**config.mk**
```make
export PLATFORM = sky130hd
export DESIGN_NAME = hs4_monitor
export DESIGN_NICKNAME = d
export VERILOG_FILES = /design/src/rtl/hs4_pkg.sv /design/src/rtl/hs4_phase_fsm.sv /design/src/rtl/hs4_evt_reg.sv /design/src/rtl/hs4_done_ctr.sv /design/src/rtl/hs4_monitor.sv
export SDC_FILE = /design/constraint.sdc
export NUM_CORES = 1
export LEC_CHECK = 0
export BUFFER_PORTS_ARGS = -buffer_cell sky130_fd_sc_hd__buf_4
export CORE_AREA = 10 10 47 49
export CTS_BUF_LIST = sky130_fd_sc_hd__clkbuf_8
export DETAILED_ROUTE_END_ITERATION = 7
export DIE_AREA = 0 0 57 59
export PLACE_DENSITY = 0.73
export SLEW_MARGIN = 40
export SYNTH_ARGS = -nofsm -noshare
export SYNTH_HDL_FRONTEND = slang
export SYNTH_SLANG_ARGS = --single-unit
```
**constraint.sdc**
```tcl
create_clock -name clk_i -period 2 [get_ports clk_i]
set_input_delay 0.1 -clock clk_i [delete_from_list [all_inputs] [get_ports clk_i]]
set_output_delay 0.1 -clock clk_i [all_outputs]
set_load 0.03 [all_outputs]
```
**src/rtl/hs4_pkg.sv**
```systemverilog
package hs4_pkg;
  typedef enum logic [2:0] {
    PH_IDLE = 3'd0,
    PH_REQ  = 3'd1,
    PH_BOTH = 3'd2,
    PH_DROP = 3'd3,
    PH_WAIT = 3'd4
  } hs_phase_e;

  typedef struct packed {
    logic order;
    logic spur;
    logic done;
  } hs_evt_t;
endpackage

```
**src/rtl/hs4_phase_fsm.sv**
```systemverilog
module hs4_phase_fsm
  import hs4_pkg::*;
(
  input  logic      clk_i,
  input  logic      rst_ni,
  input  logic      req_i,
  input  logic      ack_i,
  output hs_phase_e phase_o,
  output hs_evt_t   evt_o
);
  hs_phase_e ph_q, ph_d;
  logic      both_lo;

  assign both_lo = !req_i && !ack_i;

  always_comb begin
    ph_d  = ph_q;
    evt_o = '0;
    unique case (ph_q)
      PH_IDLE: begin
        if (ack_i) begin
          evt_o.spur = 1'b1;
          ph_d       = PH_WAIT;
        end else if (req_i) begin
          ph_d = PH_REQ;
        end
      end
      PH_REQ: begin
        if (!req_i) begin
          evt_o.order = 1'b1;
          ph_d        = ack_i ? PH_WAIT : PH_IDLE;
        end else if (ack_i) begin
          ph_d = PH_BOTH;
        end
      end
      PH_BOTH: begin
        if (both_lo) begin
          evt_o.done = 1'b1;
          ph_d       = PH_IDLE;
        end else if (!req_i) begin
          ph_d = PH_DROP;
        end else if (!ack_i) begin
          evt_o.order = 1'b1;
          ph_d        = PH_WAIT;
        end
      end
      PH_DROP: begin
        if (both_lo) begin
          evt_o.done = 1'b1;
          ph_d       = PH_IDLE;
        end else if (req_i) begin
          // req back up before the return to zero
          evt_o.order = 1'b1;
          ph_d        = PH_WAIT;
        end
      end
      PH_WAIT: begin
        if (both_lo) ph_d = PH_IDLE;
      end
      default: ph_d = PH_WAIT;
    endcase
  end

  always_ff @(posedge clk_i or negedge rst_ni) begin
    if (!rst_ni) ph_q <= PH_IDLE;
    else         ph_q <= ph_d;
  end

  assign phase_o = ph_q;
endmodule

```
**src/rtl/hs4_evt_reg.sv**
```systemverilog
module hs4_evt_reg
  import hs4_pkg::*;
(
  input  logic    clk_i,
  input  logic    rst_ni,
  input  hs_evt_t evt_i,
  output logic    order_err_o,
  output logic    spur_ack_o
);
  always_ff @(posedge clk_i or negedge rst_ni) begin
    if (!rst_ni) begin
      order_err_o <= 1'b0;
      spur_ack_o  <= 1'b0;
    end else begin
      order_err_o <= evt_i.order;
      spur_ack_o  <= evt_i.spur;
    end
  end
endmodule

```
**src/rtl/hs4_done_ctr.sv**
```systemverilog
module hs4_done_ctr #(
  parameter int unsigned CNT_W = 8
) (
  input  logic             clk_i,
  input  logic             rst_ni,
  input  logic             inc_i,
  output logic [CNT_W-1:0] cnt_o
);
  localparam logic [CNT_W-1:0] ONE = CNT_W'(1);

  always_ff @(posedge clk_i or negedge rst_ni) begin
    if (!rst_ni)    cnt_o <= '0;
    else if (inc_i) cnt_o <= cnt_o + ONE;
  end
endmodule

```
**src/rtl/hs4_monitor.sv**
```systemverilog
module hs4_monitor
  import hs4_pkg::*;
#(
  parameter int unsigned CNT_W = 8
) (
  input  logic             clk_i,
  input  logic             rst_ni,
  input  logic             req_i,
  input  logic             ack_i,
  output logic [2:0]       phase_o,
  output logic             order_err_o,
  output logic             spur_ack_o,
  output logic [CNT_W-1:0] done_cnt_o
);
  hs_phase_e ph;
  hs_evt_t   evt;

  hs4_phase_fsm u_fsm (
    .clk_i   (clk_i),
    .rst_ni  (rst_ni),
    .req_i   (req_i),
    .ack_i   (ack_i),
    .phase_o (ph),
    .evt_o   (evt)
  );

  hs4_evt_reg u_evt (
    .clk_i       (clk_i),
    .rst_ni      (rst_ni),
    .evt_i       (evt),
    .order_err_o (order_err_o),
    .spur_ack_o  (spur_ack_o)
  );

  hs4_done_ctr #(.CNT_W(CNT_W)) u_ctr (
    .clk_i  (clk_i),
    .rst_ni (rst_ni),
    .inc_i  (evt.done),
    .cnt_o  (done_cnt_o)
  );

  assign phase_o = ph;
endmodule

```
==> metrics <==
Compound-Gate Fraction of Synth Area=0.0420; final RePlAce weighted congestion=around 0.67; Leak=roughly 0.42 nW; final setup fails=0; Worst EP required=between 2 and 2.5 ns; total CTS buffers=3; period utilization=0.838; Setup Total Neg Slack=0 ns; ant diodes=0; initial cell density of the core=0.446; Worst setup SP type=flip-flop; #FFs+latches synth=13; Slew HR=0.659; Resize count post-CTS=0; number of synthesized flops with an enable pin=0; Iter 0 DRT Violations=13; post-synthesis simple-gate area fraction=0.274; WHS Endpoint=u_fsm.phase_o[0]; input/output buffers=16; RSZ-0062 raised after global routing=no; status=finished clean; Async S/R FF share, synth=1.00; Synth area leaders=dfrtp_1 52%, xor2_1 7.0%, nand2_1 4.8%; largest net degree at the start of global routing=14; die area=~0.0034 mm²; Post-Synth XOR/XNOR Area=0.112; Yosys top cell by area=dfrtp_1; Clk pwr share=0.391; Comb power frac=0.112; Detailed Routing Iterations Pass 1=5; hold path start=req_i; M3 GR Usage=0.0365; layout cell share with drive strength beyond 1=0.286; worst slew pin tran=about 0.50 ns; Worst Setup End Kind=flip-flop; Cell Area, Synth=between 600 and 700 µm²; Crit Path Max Fanout=8; Root Buffer=clkbuf_8; number of global-route vias before repair=about 510; maximum VDD drop=around 0.41 mV; clk_lat worst skew=0.23 ns; clock tree sinks=13; r2r startpoint=u_fsm.phase_o[2]; post-synthesis adder-cell area fraction=0.0200; initial antenna violation count=0; fin util=0.577; dpl cell area=roughly 750 µm²; count of unique library cells instantiated by Yosys=23; die height=between 50 and 60 µm; sequential share of power=0.496; sw frac=0.239; Worst R2R Setup Slack=0.32 ns; final WL=roughly 1300 µm; Clock Skews=approximately 0.0010 ns; antenna viol nets, final=0; first-pass GRT wire length=between 2000 and 2500 µm; CTS tree=built; WL/cell=between 10 and 15 µm; hold crit path type=input pin to flip-flop; internal power of the cells=between 0.4 and 0.5 mW; GR Util met2=0.138; Post-DP HPWL=1000 µm; core area=0.00140 mm²; Main synth FF type=dfrtp_1; most used routing layer=met2; H-tree levels=1; Remaining Overflow, GRT=0; synth-to-layout area growth=29.2%; R2R depth=3; Max Clock Freq=between 0.5 and 0.6 GHz; post-synthesis cell count=58; arrival time worst endpoint=approximately 1.8 ns; Syn Nets=63; sequential share of the synthesized area=0.520; crit path from=u_fsm.phase_o[2]; synthesized area per cell=10.8 µm²; max cap viols=0; final net count=83; Critical R2R Capture=u_ctr.cnt_o[5]; Period minus WS final=approximately 1.7 ns; Synth Warn #=0; Max Root-Sink Buffers=2; finished layout cell area=~800 µm²; sw power=roughly 0.14 mW; filler cell count=123; global-route usage over all layers=0.0820; final number of hold-violating endpoints=0; Max Slew Vio Count=0; mux contribution to synthesized area=0; CTS clk-pin slew, worst paths=approximately 0.05 ns; Die X=roughly 57 µm; row count=14; I/O pin count=17; Setup CP Type=flip-flop to flip-flop; largest family of logic cells by synthesized area=simple AND/OR/NAND/NOR gates; DRC violations left=0; WHS=0.152 ns; DR vias=around 470; PD cells=~700 mW/mm²; met1 GRT Util=0.0891; Tot Pwr=between 0.5 and 0.6 mW; vias per std cell=between 5 and 6; top cell type's share of synthesized area=0.520; Worst Hold Depth=3
==> timing repair <==
item	4_1_cts	5_1_grt
endpoints found under the setup margin	0	0
endpoints found under the hold margin	13	0
buffers inserted	0	0
hold buffers	1	0
==> metrics by stage <==
step | setup slack (ns) | cells
2_1_floorplan | 0.338 | 58
3_3_place_gp | 0.408 | 88
3_5_place_dp | 0.337 | 88
4_1_cts | 0.324 | 93
5_1_grt | 0.244 | 93
6_report | 0.323 | 93
==> cell usage after synthesis, drive strengths merged, types with 2 or more instances <==
cell type  number
dfrtp          13
nand2           8
nand3           2
nor3            3
xor2            5
xnor2           3
nor2            4
a21oi           4
buf             2
nand3b          3
==> worst max path at each step <==
stage	depth (start not counted)	to	slack, ns
global placement	3	u_ctr.cnt_o[7]	0.41
CTS	3	u_ctr.cnt_o[5]	0.32
global route	3	u_ctr.cnt_o[5]	0.24
floorplan	4	u_ctr.cnt_o[7]	0.34
detailed placement	3	u_ctr.cnt_o[5]	0.34
finish	3	u_ctr.cnt_o[5]	0.32
==> kinds of logic after synthesis <==
| group | count (synthesis) |
|---|---|
| flip-flops | 13 |
| AND/OR/NAND/NOR | 28 |
| AO/OA/AOI/OAI | 5 |
| adder cells (fa/ha/maj) | 1 |
| buffers and inverters | 3 |
| XOR/XNOR | 8 |
==> power by group through the flow <==
stage               logic [mW]  registers, mW  clock network (mW)
finish                  0.0639          0.282               0.222
global route            0.0707          0.284               0.238
CTS                     0.0652          0.282               0.225
detailed placement      0.0635          0.286                   0
global placement        0.0636          0.285                   0
floorplan               0.0197          0.301                   0
==> state kept, by name, indices dropped and copies added, names as in the netlist <==
name and count:
u_ctr.cnt_o 8, u_fsm.phase_o 3, u_evt.order_err_o 1, u_evt.spur_ack_o 1
==> placed cells by master, fill, tap and decap left out, types with 2 or more instances in the layout <==
cell and n:
buf_4 17, nand3_1 2, nor2_1 4, clkbuf_8 3, a21oi_1 4, xnor2_1 3
dfrtp_1 13, nand3b_1 3, nor3_1 2, xor2_1 5, nand2_1 8
==> routing by layer <==
metal | part of all wire | routed length [µm] | vias to the layer above
li1 | - | - | 236
met1 | 0.46 | 596 | 214
met2 | 0.46 | 596 | 19
met3 | 0.077 | 101 | 2
met4 | 0.011 | 14 | 0
met5 | 0 | 0 | -
==> critical path, stage by stage, from the launching register on <==
cell and delay [ns]:
dfrtp_1 0.46, or4b_1 0.70, nor3_1 0.27, xor2_1 0.17
==> layout make-up <==
type,instances,area [µm²],area share
multi-input combinational,42,280,0.347
tap,16,20.0,0.0248
clock inverter,1,3.75,0.00464
sequential,13,325,0.402
clock buffer,3,41.3,0.0511
timing repair buffer,18,138,0.170
No activity file was read; power rests on OpenSTA's default activity.
